**config.mk**
```make
export PLATFORM = sky130hd
export DESIGN_NAME = sport_iface
export DESIGN_NICKNAME = d
export VERILOG_FILES = /design/src/rtl/sport_pkg.sv /design/src/rtl/sport_txhold.sv /design/src/rtl/sport_rxhold.sv /design/src/rtl/sport_rdmux.sv /design/src/rtl/sport_iface.sv
export SDC_FILE = /design/constraint.sdc
export NUM_CORES = 1
export LEC_CHECK = 0
export BUFFER_PORTS_ARGS = -buffer_cell sky130_fd_sc_hd__buf_2
export CAP_MARGIN = 20
export CORE_UTILIZATION = 45
export CTS_CLUSTER_DIAMETER = 80
export DETAILED_ROUTE_END_ITERATION = 6
export HOLD_SLACK_MARGIN = 0.02
export PLACE_DENSITY = 0.81
export SLEW_MARGIN = 30
export SYNTH_ARGS = -nofsm -noshare
export SYNTH_HDL_FRONTEND = slang
export SYNTH_SLANG_ARGS = --single-unit
```
**constraint.sdc**
```tcl
create_clock -name clk -period 1.2 [get_ports clk]
set_input_delay 0.24 -clock clk [delete_from_list [all_inputs] [get_ports clk]]
set_output_delay 0.24 -clock clk [all_outputs]
set_load 0.02 [all_outputs]
```
**src/rtl/sport_pkg.sv**
```systemverilog
package sport_pkg;
  // Status byte bit positions; the processor firmware decodes these.
  localparam int STAT_TXE = 0;
  localparam int STAT_RXF = 1;
  localparam int STAT_OVR = 2;
  localparam int STAT_USED = 3;

  typedef struct packed {
    logic ovr;
    logic rx_full;
    logic tx_empty;
  } flags_t;
endpackage

```
**src/rtl/sport_txhold.sv**
```systemverilog
module sport_txhold #(
  parameter int DATA_W = 8
) (
  input  logic              clk,
  input  logic              rst,
  input  logic              wr_en,
  input  logic [DATA_W-1:0] wr_data,
  input  logic              line_ready,
  output logic              line_valid,
  output logic [DATA_W-1:0] line_data,
  output logic              overrun
);
  logic              full_q;
  logic [DATA_W-1:0] data_q;
  logic              ovr_q;
  logic              take;
  logic              load;
  logic              reject;

  // A write is accepted only while the register was empty before the edge.
  assign take   = full_q & line_ready;
  assign load   = wr_en & ~full_q;
  assign reject = wr_en & full_q;

  always_ff @(posedge clk) begin
    if (rst) begin
      full_q <= 1'b0;
      data_q <= '0;
      ovr_q  <= 1'b0;
    end else begin
      if (load) begin
        full_q <= 1'b1;
        data_q <= wr_data;
      end else if (take) begin
        full_q <= 1'b0;
      end
      if (reject) ovr_q <= 1'b1;
    end
  end

  assign line_valid = full_q;
  assign line_data  = data_q;
  assign overrun    = ovr_q;
endmodule

```
**src/rtl/sport_rxhold.sv**
```systemverilog
module sport_rxhold #(
  parameter int DATA_W = 8
) (
  input  logic              clk,
  input  logic              rst,
  input  logic              line_valid,
  input  logic [DATA_W-1:0] line_data,
  input  logic              consume,
  output logic              line_ready,
  output logic [DATA_W-1:0] hold_data,
  output logic              full
);
  logic              full_q;
  logic [DATA_W-1:0] data_q;
  logic              accept;
  logic              drain;

  assign accept = line_valid & ~full_q;
  assign drain  = consume & full_q;

  always_ff @(posedge clk) begin
    if (rst) begin
      full_q <= 1'b0;
      data_q <= '0;
    end else begin
      if (accept) begin
        full_q <= 1'b1;
        data_q <= line_data;
      end else if (drain) begin
        full_q <= 1'b0;
      end
    end
  end

  assign line_ready = ~full_q;
  assign hold_data  = data_q;
  assign full       = full_q;
endmodule

```
**src/rtl/sport_rdmux.sv**
```systemverilog
module sport_rdmux
  import sport_pkg::*;
#(
  parameter int DATA_W = 8
) (
  input  logic              clk,
  input  logic              rst,
  input  logic              sel,
  input  flags_t            flags,
  input  logic [DATA_W-1:0] rx_byte,
  output logic [DATA_W-1:0] rdata
);
  logic [DATA_W-1:0] status;
  logic [DATA_W-1:0] rdata_q;

  always_comb begin
    status           = '0;
    status[STAT_TXE] = flags.tx_empty;
    status[STAT_RXF] = flags.rx_full;
    status[STAT_OVR] = flags.ovr;
  end

  always_ff @(posedge clk) begin
    if (rst) rdata_q <= '0;
    else     rdata_q <= sel ? rx_byte : status;
  end

  assign rdata = rdata_q;
endmodule

```
**src/rtl/sport_iface.sv**
```systemverilog
module sport_iface
  import sport_pkg::*;
#(
  parameter int DATA_W = 8
) (
  input  logic              clk,
  input  logic              rst,
  input  logic              cpu_sel,
  input  logic              cpu_rd,
  input  logic              cpu_wr,
  input  logic [DATA_W-1:0] cpu_wdata,
  output logic [DATA_W-1:0] cpu_rdata,
  output logic              tx_valid,
  output logic [DATA_W-1:0] tx_data,
  input  logic              tx_ready,
  input  logic              rx_valid,
  input  logic [DATA_W-1:0] rx_data,
  output logic              rx_ready
);
  localparam int STAT_MIN_W = STAT_USED;

  logic              tx_full;
  logic              tx_ovr;
  logic              rx_full;
  logic [DATA_W-1:0] rx_byte;
  logic              rx_consume;
  flags_t            flags;

  initial begin
    if (DATA_W < STAT_MIN_W) $error("DATA_W too small for status byte");
  end

  assign rx_consume = cpu_rd & cpu_sel;

  sport_txhold #(.DATA_W(DATA_W)) u_tx (
    .clk        (clk),
    .rst        (rst),
    .wr_en      (cpu_wr),
    .wr_data    (cpu_wdata),
    .line_ready (tx_ready),
    .line_valid (tx_full),
    .line_data  (tx_data),
    .overrun    (tx_ovr)
  );

  sport_rxhold #(.DATA_W(DATA_W)) u_rx (
    .clk        (clk),
    .rst        (rst),
    .line_valid (rx_valid),
    .line_data  (rx_data),
    .consume    (rx_consume),
    .line_ready (rx_ready),
    .hold_data  (rx_byte),
    .full       (rx_full)
  );

  assign flags.tx_empty = ~tx_full;
  assign flags.rx_full  = rx_full;
  assign flags.ovr      = tx_ovr;

  sport_rdmux #(.DATA_W(DATA_W)) u_mux (
    .clk     (clk),
    .rst     (rst),
    .sel     (cpu_sel),
    .flags   (flags),
    .rx_byte (rx_byte),
    .rdata   (cpu_rdata)
  );

  assign tx_valid = tx_full;
endmodule

```
# ---- Yosys cells after proc, flatten, opt, wreduce, memory -nomap -nowiden
# Cells that the tools add are included.
dict set report totals {
  ff_bits 27
  in_bits 23
  output_inout_bits 18
  wordCells 24
}
dict set report op_classes {
  n_mux 5
  n_bitwise 9
  n_reduce_logical 3
}
# op count
set op_table {}
lappend op_table {{1-bit bitwise AND} 6}
lappend op_table {{1-bit 2-to-1 mux} 4}
lappend op_table {{2-bit nonzero test} 2}
lappend op_table {{3-bit 2-to-1 mux} 1}
lappend op_table {{1-bit inverter} 3}
lappend op_table {{2-bit OR reduction} 1}

# ---- Depth between registers and ports, before layout
# Gate-level depths: netlist of run 1.
dict set report logic_depth {
  ltp_word 4
  mapped_depth 4
  ltp_nobuf 2
}

# ---- By module
# Synthesis of run 1 repeated with hierarchy kept, for this count alone.
dict set report unflattened {
  hier_cells 103
  hier_area_um2 1127.3
}
# mod n_inst cells_each area_per_inst_um2 seq_area_each_um2
set by_module_without_submodules {}
lappend by_module_without_submodules {sport_txhold 1 42 440.4 200.2}
lappend by_module_without_submodules {sport_rxhold 1 39 430.4 180.2}
lappend by_module_without_submodules {sport_rdmux 1 20 246.5 160.2}
lappend by_module_without_submodules {sport_iface 1 2 10.0 0.0}

# ---- Worst setup path before layout of run 1
# OpenSTA, ideal clock, no wires.
dict set report synth_timing {
  path_type {reg-to-reg}
  startpoint {register u_tx.full_q (netlist: u_tx.line_valid)}
  endpoint {register u_mux.rdata_q[0] (netlist: u_mux.rdata[0])}
  setup_time_ps 70
  arrival_ps 872
  slack_ps 258
  stages_incl_launch_ff 4
  path_buffers 1
  synth_period_minus_slack_ps 942
  path_cell_list {dfxtp_1 -> buf_6 -> or2_1 -> a21oi_1}
}
dict set report synth_between {
  elab_chain_cells 2
}
# item line
set synth_lines {}
lappend synth_lines {{start: declaration} sport_txhold.sv:13} ;# logic full_q;
lappend synth_lines {{start signal: assignment} sport_txhold.sv:27} ;# full_q <= 1'b0;
lappend synth_lines {{start signal: assignment} sport_txhold.sv:32} ;# full_q <= 1'b1;
lappend synth_lines {{start signal: assignment} sport_txhold.sv:35} ;# full_q <= 1'b0;
lappend synth_lines {{1-bit inverter} sport_iface.sv:57} ;# assign flags.tx_empty = ~tx_full;
lappend synth_lines {{3-bit 2-to-1 mux} sport_rdmux.sv:25} ;# else rdata_q <= sel ? rx_byte : status;
lappend synth_lines {{end signal: assignment} sport_rdmux.sv:25}
lappend synth_lines {{end: declaration} sport_rdmux.sv:14} ;# logic [DATA_W-1:0] rdata_q;
# Every way passes these cells.
# A chain may end at the register's enable or synchronous reset.

# ---- Worst setup path in the final report of run 1
dict set report layout_timing {
  startpoint {register u_rx.full_q (netlist: u_rx.full)}
  endpoint {output rx_ready}
}
dict set report layout_between {
  elab_chain_cells 1
}
# item line
set layout_lines {}
lappend layout_lines {{start: declaration} sport_rxhold.sv:13} ;# logic full_q;
lappend layout_lines {{start signal: assignment} sport_rxhold.sv:23} ;# full_q <= 1'b0;
lappend layout_lines {{start signal: assignment} sport_rxhold.sv:27} ;# full_q <= 1'b1;
lappend layout_lines {{start signal: assignment} sport_rxhold.sv:30} ;# full_q <= 1'b0;
lappend layout_lines {{1-bit inverter} sport_rxhold.sv:35} ;# assign line_ready = ~full_q;
lappend layout_lines {{end: declaration} sport_iface.sv:18} ;# output logic rx_ready
# Every way passes these cells.

==> impl_table.tex, run 1 <==
\begin{tabular}{lr}
\hline
Metric & Value \\
\hline
\multicolumn{2}{l}{\textbf{Outcome}} \\
\quad Run status & finished clean \\
\multicolumn{2}{l}{\textbf{Place}} \\
\quad Count of buffers inserted at the top-level ports & 40 \\
\quad GPL Wtd Cong & 0.706 \\
\quad Detail Placement HPWL & 1.55 mm \\
\quad Pre-CTS setup slack & 149 ps \\
\quad Area of placed instances & 1340 um2 \\
\multicolumn{2}{l}{\textbf{Global routing}} \\
\quad Sum of overflow across all layers after global routing & 0 \\
\quad Via count of the first global-routing pass & 864 \\
\quad Pin count of the biggest net entering global routing & 24 \\
\quad Number of antenna violations at the first check in global routing & 0 \\
\quad Wire length of the first global-routing pass & 3.71 mm \\
\quad Global-route total usage across every layer & 18.9\% \\
\multicolumn{2}{l}{\textbf{Die}} \\
\quad Standard cell core area & 2300 um2 \\
\quad Die Span Y & 52.1 um \\
\quad Die X-Extent & 52.1 um \\
\quad I/O pin total & 41 \\
\quad Floorplan die area & 2710 um2 \\
\quad Initial standard-cell utilization of the core & 49.2\% \\
\quad Std-Cell Rows & 17 \\
\multicolumn{2}{l}{\textbf{Routing}} \\
\quad Via count & 887 \\
\quad Drt total wl & 2.20 mm \\
\quad Vias per cell & 5.13 \\
\quad Average routed wire per standard cell & 12.7 um \\
\quad Post-route DRC & 0 \\
\quad Residual antenna-violating net count after detailed routing & 0 \\
\quad Number of detailed-route iterations in the first pass & 4 \\
\quad Detailed Route Iter0 Violations & 8 \\
\multicolumn{2}{l}{\textbf{Synth}} \\
\quad Synthesized area & 1130 um2 \\
\quad Async set-reset flop share out of synthesis & 0\% \\
\quad Sequential element share of the synthesized area & 47.8\% \\
\quad Most used flip-flop cell after synthesis & dfxtp\_1 \\
\quad Total of warnings raised by yosys & 0 \\
\quad Most instantiated cells after synthesis & 27 x dfxtp\_1, 16 x nand2b\_1, 16 x nand4bb\_1, 8 x o21ai\_2 \\
\quad Number of enable-type register cells in the synthesized netlist & 0 \\
\quad Number of cells produced by synthesis & 104 \\
\quad Number of unique standard cell types used by synthesis & 21 \\
\quad Syn nets & 127 \\
\quad Syn Area/Cell & 10.9 um2 \\
\quad Leading area contributor after synthesis & dfxtp\_1 \\
\quad Fraction of post-synthesis cell area in the top cell type by area & 47.8\% \\
\quad Most instantiated library cell after synthesis & dfxtp\_1 \\
\quad Leading cell types by total area after synthesis & dfxtp\_1 48\%, nand4bb\_1 16\%, nand2b\_1 8.9\% \\
\quad Synthesized flop and latch total & 27 \\
\multicolumn{2}{l}{\textbf{Layout}} \\
\quad Number of fill cells & 212 \\
\quad Proportion of layout cells with a drive suffix above 1 & 40.7\% \\
\quad Net count reported at finish & 169 \\
\quad Final cell utilization of the core & 60.3\% \\
\quad Post-route cell area & 1390 um2 \\
\quad N\_diodes & 0 \\
\quad Area added between synthesis and finish & 22.6\% \\
\multicolumn{2}{l}{\textbf{Pwr}} \\
\quad Total power per unit cell area & 1180 nW/um2 \\
\quad Internal cell power & 1210 uW \\
\quad P\_sw & 426 uW \\
\quad Switching power share of the total & 26.0\% \\
\quad Clk pwr share & 23.5\% \\
\quad Peak ir drop on the vdd network & 1.10 mV \\
\quad Standby leakage power & 0.000595 uW \\
\quad Post-route total power & 1640 uW \\
\quad Share of power burned in combinational logic & 17.0\% \\
\quad Relative contribution of sequential cells to total power & 59.5\% \\
\multicolumn{2}{l}{\textbf{Setup path}} \\
\quad Peak fanout along the critical path & 9 \\
\quad Largest stage delay, worst path & 410 ps \\
\quad Worst EP required & 960 ps \\
\quad Crit path max-delay cell type & dfxtp\_4 \\
\quad CP Capture Type & output pin \\
\quad Crit path buffers/inverters & 2 \\
\quad Crit-path cells & inv\_1 -> buf\_2 \\
\quad Category of the critical setup timing path & reg2out \\
\quad Worst path arrival time & 910 ps \\
\quad Crit start category & flip-flop \\
\quad CP top delay family & flip-flops \\
\multicolumn{2}{l}{\textbf{Timing}} \\
\quad Final worst path period share & 96.1\% \\
\quad Achievable frequency & 867 MHz \\
\quad Worst Tran Pin Value & 293 ps \\
\quad Final number of hold-violating endpoints & 0 \\
\quad RSZ-0062 raised after global routing & true \\
\quad Worst slew margin & 80.4\% \\
\quad Final setup violating endpoints & 0 \\
\quad Final period demand of the worst path & 1150 ps \\
\quad Post-Route Setup TNS & 0 ps \\
\quad Worst-case clock skew & 4.09 ps \\
\quad Worst Slack Setup Final & 46.3 ps \\
\quad Pins over their slew limit & 0 \\
\multicolumn{2}{l}{\textbf{Clocking}} \\
\quad Cell at the root of the clock tree & clkbuf\_4 \\
\quad Maximum number of buffers from clock root to sink & 2 \\
\quad Clock slew at reported path FFs & 140 ps \\
\quad Clock H-tree levels & 1 \\
\quad Number of sinks handled by clock tree synthesis & 27 \\
\quad Clock tree from TritonCTS & yes \\
\quad TritonCTS buffer count & 3 \\
\quad Worst-skew pair later-pin latency & 320 ps \\
\quad \# hold bufs at CTS & 0 \\
\multicolumn{2}{l}{\textbf{Flow run}} \\
\quad Max capacitance violation total & 0 \\
\multicolumn{2}{l}{\textbf{Worst hold path}} \\
\quad Hold/Removal Path Class & in2reg \\
\hline
\end{tabular}
==> state kept, by name (all words and copies together) (netlist names) <==
register and count:
u_mux.rdata 8, u_rx.hold_data 8, u_rx.full 1, u_tx.line_valid 1, u_tx.line_data 8, u_tx.overrun 1
==> what timing repair did <==
action / CTS / global route
cloned: 0 / 0
setup buffers: 0 / 1
endpoints found under the setup margin: 2 / 2
hold endpoints to repair: 0 / 0
resized for setup: 4 / 1
==> layout by cell type (no fill, tap or decap), drive strengths merged <==
cell     synthesis  final
mux2i            2      2
a311oi           1      1
a21oi            2      2
buf              6     44
or2              1      1
nand2            1      1
inv              1      1
nand4bb         16     16
nor2             5      5
o21ai           16     16
and2b            1      1
clkbuf           1      4
dfxtp           27     27
a211oi           1      1
and2             5      5
nor2b            2      2
nand2b          16     16
==> kinds of logic (layout without fill, tap and decap cells) <==
kind of cell	after synthesis	in the layout	share of synthesized area [%]
flip-flops	27	27	47.8
buffers and inverters	8	49	5.54
AND/OR/NAND/NOR	47	47	32.8
AO/OA/AOI/OAI	20	20	12.1
multiplexers	2	2	1.77
==> final cells by class <==
| cell class | instances | area (um2) | share of cell area [%] |
|---|---|---|---|
| Inverter | 1 | 3.75 | 0.271 |
| Multi-Input combinational cell | 69 | 527 | 38.0 |
| Sequential cell | 27 | 548 | 39.6 |
| Timing Repair Buffer | 44 | 245 | 17.7 |
| Clock buffer | 4 | 26.3 | 1.90 |
| Tap cell | 28 | 35.0 | 2.53 |
==> worst reg2reg max path: cells and delay by family (launching register included) <==
kind | cells | cell delay [ps]
flip-flops | 1 | 380
AO/OA/AOI/OAI | 1 | 120
buffers and inverters | 1 | 170
AND/OR/NAND/NOR | 1 | 200
==> layer usage <==
metal / wire length [um] / global-route usage, %
met5: 0 / 0
met4: 29 / 6.76
met3: 133 / 6.14
met2: 1090 / 34.8
met1: 948 / 19.6
==> metrics by stage <==
step / instances / hold slack, ps
2_1_floorplan: 104 / 338
3_3_place_gp: 168 / 429
3_5_place_dp: 168 / 438
4_1_cts: 172 / 66.5
5_1_grt: 173 / 63.9
6_report: 173 / 88.3
==> power by group through the flow <==
stage               registers (uW)  clock network (uW)  logic (uW)
finish                         975                 385         279
global route                   982                 448         304
CTS                            983                 405         270
detailed placement            1000                   0         268
global placement               998                   0         262
floorplan                     1030                   0         150
==> path summary, 6_finish.rpt <==
kind	start	endpoint	slack, ps	cells after the start
setup / recovery	u_rx.full	rx_ready	50	2
hold / removal	tx_ready	u_tx.line_valid	90	2
setup reg to reg	u_tx.line_valid	u_tx.line_data[0]	230	3
hold reg to reg	u_rx.hold_data[0]	u_mux.rdata[0]	460	2
(Power assumes the default switching activity.)
==> run 2, diff against run 1 <==
--- a/config.mk
+++ b/config.mk
@@ -5,13 +5,14 @@
 export SDC_FILE = /design/constraint.sdc
 export NUM_CORES = 1
 export LEC_CHECK = 0
+export ABC_AREA = 1
 export BUFFER_PORTS_ARGS = -buffer_cell sky130_fd_sc_hd__buf_2
 export CAP_MARGIN = 20
 export CORE_UTILIZATION = 45
 export CTS_CLUSTER_DIAMETER = 80
 export DETAILED_ROUTE_END_ITERATION = 6
 export HOLD_SLACK_MARGIN = 0.02
-export PLACE_DENSITY = 0.81
+export PLACE_DENSITY = 0.82
 export SLEW_MARGIN = 30
 export SYNTH_ARGS = -nofsm -noshare
 export SYNTH_HDL_FRONTEND = slang
==> run 2 against run 1 <==
Critical path depth did not move. Largest cell class unchanged. Routed wire length decreased by 12%. Synthesized area decreased by 8.1%. Sequential share of layout area up 2.7 points. Clock power about the same. Register-to-register slack lost 30 ps. Global-route usage shrank 2.4 points. Critical path type unchanged.
==> impl_table.tex, run 2 <==
\begin{tabular}{lr}
\hline
Metric & Value \\
\hline
\multicolumn{2}{l}{\textbf{Clocking}} \\
\quad Number of gates resized after cts & 2 \\
\quad Number of sinks handled by clock tree synthesis & 27 \\
\quad Post-CTS setup buffers & 0 \\
\quad Maximum number of buffers from clock root to sink & 2 \\
\quad TritonCTS buffer count & 3 \\
\quad \# hold bufs at CTS & 0 \\
\quad Cell at the root of the clock tree & clkbuf\_4 \\
\quad Clock slew at reported path FFs & 120 ps \\
\quad Worst-skew pair later-pin latency & 330 ps \\
\quad Clock H-tree levels & 1 \\
\quad Clock tree from TritonCTS & yes \\
\multicolumn{2}{l}{\textbf{Synth}} \\
\quad Async set-reset flop share out of synthesis & 0\% \\
\quad Number of cells produced by synthesis & 148 \\
\quad Number of unique standard cell types used by synthesis & 11 \\
\quad Multiplexer share of the synthesized area & 0\% \\
\quad Complex-gate fraction of the synthesized area & 3.13\% \\
\quad Leading area contributor after synthesis & dfxtp\_1 \\
\quad Leading cell types by total area after synthesis & dfxtp\_1 52\%, nor2\_1 15\%, nand2\_1 14\% \\
\quad Total of warnings raised by yosys & 0 \\
\quad Most instantiated library cell after synthesis & nor2\_1 \\
\quad Most used flip-flop cell after synthesis & dfxtp\_1 \\
\quad Syn Area/Cell & 7.02 um2 \\
\quad Dominant combinational cell family by area after synthesis & simple AND/OR/NAND/NOR gates \\
\quad Number of enable-type register cells in the synthesized netlist & 0 \\
\quad Post-Synth XOR/XNOR Area & 0\% \\
\quad Syn nets & 171 \\
\quad Fraction of the mapped netlist area in simple logic gates & 31.2\% \\
\quad Fraction of post-synthesis cell area in the top cell type by area & 52.0\% \\
\quad Adder-cell share of the synthesized area & 0\% \\
\quad Synthesized area & 1040 um2 \\
\quad Sequential element share of the synthesized area & 52.0\% \\
\quad Synthesized flop and latch total & 27 \\
\quad Most instantiated cells after synthesis & 41 x nor2\_1, 38 x nand2\_1, 29 x inv\_1, 27 x dfxtp\_1, 3 x a21oi\_1 \\
\multicolumn{2}{l}{\textbf{Place}} \\
\quad GPL Wtd Cong & 0.702 \\
\quad Pre-CTS setup slack & 198 ps \\
\quad Detail Placement HPWL & 1.55 mm \\
\quad Count of buffers inserted at the top-level ports & 40 \\
\multicolumn{2}{l}{\textbf{Routing}} \\
\quad Via count & 961 \\
\quad Residual antenna-violating net count after detailed routing & 0 \\
\quad Amount of wire on met3 after detailed routing & 106 um \\
\quad Vias per cell & 4.41 \\
\quad Number of detailed-route iterations in the first pass & 4 \\
\quad Detailed Route Iter0 Violations & 13 \\
\quad Highest routing layer actually used & met4 \\
\quad Post-route DRC & 0 \\
\quad Drt total wl & 1.94 mm \\
\quad Met2 layer wire length in the routed design & 927 um \\
\quad Average routed wire per standard cell & 8.91 um \\
\quad Met1 wire length & 882 um \\
\multicolumn{2}{l}{\textbf{Timing}} \\
\quad Achievable frequency & 861 MHz \\
\quad Final worst path period share & 96.8\% \\
\quad Worst slew margin & 77.0\% \\
\quad Final setup violating endpoints & 0 \\
\quad Worst Tran Pin Value & 344 ps \\
\quad Final period demand of the worst path & 1160 ps \\
\quad Worst Slack Setup Final & 38.8 ps \\
\quad Final number of hold-violating endpoints & 0 \\
\quad Post-Route Setup TNS & 0 ps \\
\quad Worst-case clock skew & 17.6 ps \\
\quad Pins over their slew limit & 0 \\
\quad RSZ-0062 raised after global routing & false \\
\multicolumn{2}{l}{\textbf{Outcome}} \\
\quad Run status & finished clean \\
\multicolumn{2}{l}{\textbf{Worst hold path}} \\
\quad Hold/Removal Path Class & in2reg \\
\quad Hold-critical path depth & 2 \\
\quad Min-Delay Endpoint & u\_mux.rdata[1] \\
\quad Min-Delay Startpoint & rst \\
\multicolumn{2}{l}{\textbf{Global routing}} \\
\quad Pin count of the biggest net entering global routing & 18 \\
\quad Number of antenna violations at the first check in global routing & 0 \\
\quad Wire length of the first global-routing pass & 3.15 mm \\
\quad Sum of overflow across all layers after global routing & 0 \\
\quad Global-route total usage across every layer & 16.5\% \\
\quad Via count of the first global-routing pass & 848 \\
\multicolumn{2}{l}{\textbf{Layout}} \\
\quad N\_diodes & 0 \\
\quad Commonest cells after routing, fill and taps aside & 41 x nor2\_1, 40 x buf\_2, 38 x nand2\_1 \\
\quad Most common cell after layout, fill and taps aside & nor2\_1 \\
\quad Proportion of layout cells with a drive suffix above 1 & 26.3\% \\
\quad Area added between synthesis and finish & 23.9\% \\
\quad Net count reported at finish & 214 \\
\multicolumn{2}{l}{\textbf{Die}} \\
\quad Die Span Y & 50.0 um \\
\quad Standard cell core area & 2190 um2 \\
\quad Die X-Extent & 50.0 um \\
\quad Floorplan die area & 2500 um2 \\
\quad Initial standard-cell utilization of the core & 47.4\% \\
\quad I/O pin total & 41 \\
\quad Std-Cell Rows & 17 \\
\multicolumn{2}{l}{\textbf{Pwr}} \\
\quad Peak ir drop on the vdd network & 0.642 mV \\
\quad Total power per unit cell area & 1300 nW/um2 \\
\quad Standby leakage power & 0.000752 uW \\
\multicolumn{2}{l}{\textbf{Setup path}} \\
\quad Peak fanout along the critical path & 4 \\
\quad Worst path arrival time & 920 ps \\
\quad Worst Reg2Reg Path Length in Cells & 4 \\
\quad Reg-to-reg slack, setup & 200 ps \\
\quad Startpoint of the lowest-slack register-to-register path & u\_tx.line\_valid \\
\quad CP Capture Type & output pin \\
\quad Reg-to-Reg End & u\_tx.line\_data[4] \\
\quad Worst EP required & 960 ps \\
\quad Category of the critical setup timing path & reg2out \\
\quad Crit start category & flip-flop \\
\multicolumn{2}{l}{\textbf{Flow run}} \\
\quad Max capacitance violation total & 0 \\
\hline
\end{tabular}
==> run 2: cell count changes in the layout (fill, tap and decap cells not counted), sizes merged, moves of 2 or more <==
cell     before  now
mux2i         2    0
nand4bb      16    0
and2          5    0
nand2b       16    0
nand2         1   38
nor2          5   43
inv           1   29
buf          44   42
nor2b         2    0
o21ai        16    2
==> run 2: final cells by class <==
cell class,count,area [um2]
inverters,29,109
multi-input cells,88,357
fillers,208,905
repair buffers,42,215
well taps,28,35.0
clock inverters,1,5.00
clock buffers,3,22.5
flip-flops and latches,27,543
==> run 2: stage by stage <==
step / area, um2 / util, % / instances / hold WS (ps) / total power [uW]
2_1_floorplan: 1040 / - / 148 / 309 / 1210
3_3_place_gp: 1260 / 57.3 / 214 / 419 / 1300
3_5_place_dp: 1260 / 57.3 / 214 / 425 / 1310
4_1_cts: 1290 / 58.7 / 218 / 96.8 / 1680
5_1_grt: 1290 / 58.7 / 218 / 98.0 / 1760
6_report: 1290 / 58.7 / 218 / 109 / 1670
==> run 2: worst max-delay path by stage <==
stage | endpoint | from | slack, ps | cells after the start
2_1_floorplan | u_tx.line_valid | u_tx.line_valid | 170 | 3
3_3_place_gp | u_tx.line_data[0] | cpu_wr | 240 | 6
3_5_place_dp | u_tx.line_data[3] | u_tx.line_valid | 200 | 4
4_1_cts | rx_ready | u_rx.full | 30 | 2
5_1_grt | rx_ready | u_rx.full | 0.9 | 2
6_report | rx_ready | u_rx.full | 40 | 2
==> run 2: logic make-up after synthesis <==
family	count (synthesis)
flip-flops	27
AO/OA/AOI/OAI	6
buffers and inverters	33
AND/OR/NAND/NOR	82
==> run 2: critical path, stage by stage, from the launching register on <==
cell and delay (ps):
dfxtp_2 390, inv_1 60, buf_2 150
==> run 2: layer usage <==
| layer | track usage [%] | vias up |
|---|---|---|
| li1 | - | 503 |
| met1 | 18.8 | 423 |
| met2 | 29.6 | 32 |
| met3 | 1.85 | 3 |
| met4 | 8.57 | 0 |
| met5 | 0 | - |
==> run 2: report_power, final <==
part | internal (uW) | switching, uW
Sequential | 963 | 34.3
Clock | 125 | 257
Combinational | 114 | 181
==> run 3, diff against run 2 <==
--- a/config.mk
+++ b/config.mk
@@ -12,7 +12,7 @@
 export CTS_CLUSTER_DIAMETER = 80
 export DETAILED_ROUTE_END_ITERATION = 6
 export HOLD_SLACK_MARGIN = 0.02
-export PLACE_DENSITY = 0.82
+export PLACE_DENSITY = 0.75
 export SLEW_MARGIN = 30
 export SYNTH_ARGS = -nofsm -noshare
 export SYNTH_HDL_FRONTEND = slang
==> run 3 against run 2 <==
Clock power is 1% lower. Count of clock-buffer cells in the layout did not move. Via count fell by 3.1%. Clock skew is 13 ps lower. Sequential share of layout area is 0.092 points lower. Critical path type unchanged. Largest cell class unchanged.
==> impl_table.tex, run 3 (same netlist as run 2, synthesis figures left out) <==
\begin{tabular}{lr}
\hline
Metric & Value \\
\hline
\multicolumn{2}{l}{\textbf{Clocking}} \\
\quad Clock slew at reported path FFs & 140 ps \\
\quad Number of sinks handled by clock tree synthesis & 27 \\
\quad Worst-skew pair later-pin latency & 320 ps \\
\quad Clock tree from TritonCTS & yes \\
\quad TritonCTS buffer count & 3 \\
\quad Maximum number of buffers from clock root to sink & 2 \\
\quad Cell at the root of the clock tree & clkbuf\_4 \\
\quad Post-CTS setup buffers & 0 \\
\quad Clock H-tree levels & 1 \\
\quad \# hold bufs at CTS & 0 \\
\multicolumn{2}{l}{\textbf{Pwr}} \\
\quad Peak ir drop on the vdd network & 0.665 mV \\
\quad Standby leakage power & 0.000755 uW \\
\quad Total power per unit cell area & 1290 nW/um2 \\
\multicolumn{2}{l}{\textbf{Global routing}} \\
\quad GR Layer Usage met2 & 30.0\% \\
\quad Via count of the first global-routing pass & 804 \\
\quad Wire length of the first global-routing pass & 3.17 mm \\
\quad Top Usage Layer GRT & met2 \\
\quad Global-route total usage across every layer & 16.5\% \\
\quad Number of antenna violations at the first check in global routing & 0 \\
\quad Pin count of the biggest net entering global routing & 18 \\
\quad Sum of overflow across all layers after global routing & 0 \\
\quad Global Route met1 Usage & 18.9\% \\
\quad Global Route met3 Usage & 1.85\% \\
\multicolumn{2}{l}{\textbf{Worst hold path}} \\
\quad Min-Delay Startpoint & rst \\
\quad Hold-critical path depth & 2 \\
\quad Hold/Removal Path Class & in2reg \\
\quad Min-Delay Endpoint & u\_tx.overrun \\
\multicolumn{2}{l}{\textbf{Timing}} \\
\quad Worst-case clock skew & 4.22 ps \\
\quad Worst Slack Setup Final & 49.3 ps \\
\quad Worst slew margin & 77.3\% \\
\quad RSZ-0062 raised after global routing & false \\
\quad Final period demand of the worst path & 1150 ps \\
\quad Achievable frequency & 869 MHz \\
\quad Final setup violating endpoints & 0 \\
\quad Worst Tran Pin Value & 340 ps \\
\quad Final worst path period share & 95.9\% \\
\quad Final number of hold-violating endpoints & 0 \\
\quad Post-Route Setup TNS & 0 ps \\
\quad Pins over their slew limit & 0 \\
\multicolumn{2}{l}{\textbf{Outcome}} \\
\quad Run status & finished clean \\
\multicolumn{2}{l}{\textbf{Routing}} \\
\quad Average routed wire per standard cell & 8.62 um \\
\quad Detailed Route Iter0 Violations & 14 \\
\quad Post-route DRC & 0 \\
\quad Residual antenna-violating net count after detailed routing & 0 \\
\quad Drt total wl & 1.88 mm \\
\quad Vias per cell & 4.27 \\
\quad Via count & 931 \\
\quad Number of detailed-route iterations in the first pass & 4 \\
\multicolumn{2}{l}{\textbf{Die}} \\
\quad Die Span Y & 50.0 um \\
\quad Std-Cell Rows & 17 \\
\quad Floorplan die area & 2500 um2 \\
\quad Standard cell core area & 2190 um2 \\
\quad Initial standard-cell utilization of the core & 47.4\% \\
\quad Die X-Extent & 50.0 um \\
\quad I/O pin total & 41 \\
\multicolumn{2}{l}{\textbf{Layout}} \\
\quad Net count reported at finish & 214 \\
\quad N\_diodes & 0 \\
\quad Area added between synthesis and finish & 24.7\% \\
\quad Area occupied by registers & 546 um2 \\
\quad Most common cell after layout, fill and taps aside & nor2\_1 \\
\quad Total area of multi-input combinational cells & 357 um2 \\
\quad Proportion of layout cells with a drive suffix above 1 & 26.3\% \\
\quad Final cell count without fillers & 218 \\
\quad Number of fill cells & 229 \\
\quad Commonest cells after routing, fill and taps aside & 41 x nor2\_1, 39 x buf\_2, 38 x nand2\_1 \\
\multicolumn{2}{l}{\textbf{Setup path}} \\
\quad Category of the critical setup timing path & reg2out \\
\quad CP top delay family & flip-flops \\
\quad Crit path buffers/inverters & 2 \\
\quad Reg-to-Reg End & u\_tx.line\_data[3] \\
\quad Crit path max-delay cell type & dfxtp\_4 \\
\quad Worst path arrival time & 910 ps \\
\quad Peak fanout along the critical path & 4 \\
\quad Reg-to-reg slack, setup & 220 ps \\
\quad Crit-path cells & inv\_1 -> buf\_6 \\
\quad Crit start category & flip-flop \\
\quad Largest stage delay, worst path & 400 ps \\
\quad Startpoint of the lowest-slack register-to-register path & u\_tx.line\_valid \\
\quad Worst Reg2Reg Path Length in Cells & 4 \\
\quad Worst EP required & 960 ps \\
\quad Timing startpoint of the critical path & u\_rx.full \\
\quad CP Capture Type & output pin \\
\multicolumn{2}{l}{\textbf{Place}} \\
\quad GPL Wtd Cong & 0.736 \\
\quad Placed insts & 214 \\
\quad Pre-CTS setup slack & 189 ps \\
\quad Detail Placement HPWL & 1.48 mm \\
\quad Count of buffers inserted at the top-level ports & 40 \\
\multicolumn{2}{l}{\textbf{Flow run}} \\
\quad Max capacitance violation total & 0 \\
\hline
\end{tabular}
[run 3: changes by cell type in the layout (fill, tap and decap cells not counted)]
cell	previous run	this run
buf_2	40	39
dfxtp_4	0	1
buf_6	0	1
dfxtp_2	2	1
[run 3: repair_timing]
action | 4_1_cts | 5_1_grt
resized for setup | 2 | 3
pin swaps | 0 | 0
endpoints found under the setup margin | 2 | 1
[run 3: power by group]
part           switching [uW]  internal (uW)  leakage, uW
Combinational             179            118     0.000513
Clock                     252            125    0.0000177
Sequential               33.3            962     0.000224
[run 3: layout make-up]
type	count	share of cell area, %
Tap cell	28	2.71
Multi-Input combinational cell	88	27.5
Inverter	29	8.41
Clock buffer	3	1.74
Clock inverter	1	0.386
Timing Repair Buffer	42	17.1
Sequential cell	27	42.1
[run 3: layer usage]
layer | part of all wire [%] | vias up
met4 | 1.1 | 0
met1 | 42 | 402
met3 | 4.0 | 2
li1 | - | 504
met2 | 52 | 23
met5 | 0 | -
[run 3: worst max path at each step]
| stage | endpoint | slack [ps] | cells after the start |
|---|---|---|---|
| final | rx_ready | 50 | 2 |
| after global routing | rx_ready | 10 | 2 |
| after CTS | rx_ready | 20 | 2 |
| after detailed placement | u_tx.line_data[5] | 190 | 4 |
| after global placement | u_rx.hold_data[2] | 250 | 6 |
| after floorplan | u_tx.line_valid | 170 | 3 |
[run 3: stage by stage]
stage	total power [uW]	hold WS (ps)	utilization [%]	instance area, um2
2_1_floorplan	1210	309	-	1040
3_3_place_gp	1300	415	57.3	1260
3_5_place_dp	1310	421	57.3	1260
4_1_cts	1680	83.2	58.7	1290
5_1_grt	1780	81.9	59.1	1290
6_report	1670	85.1	59.1	1290
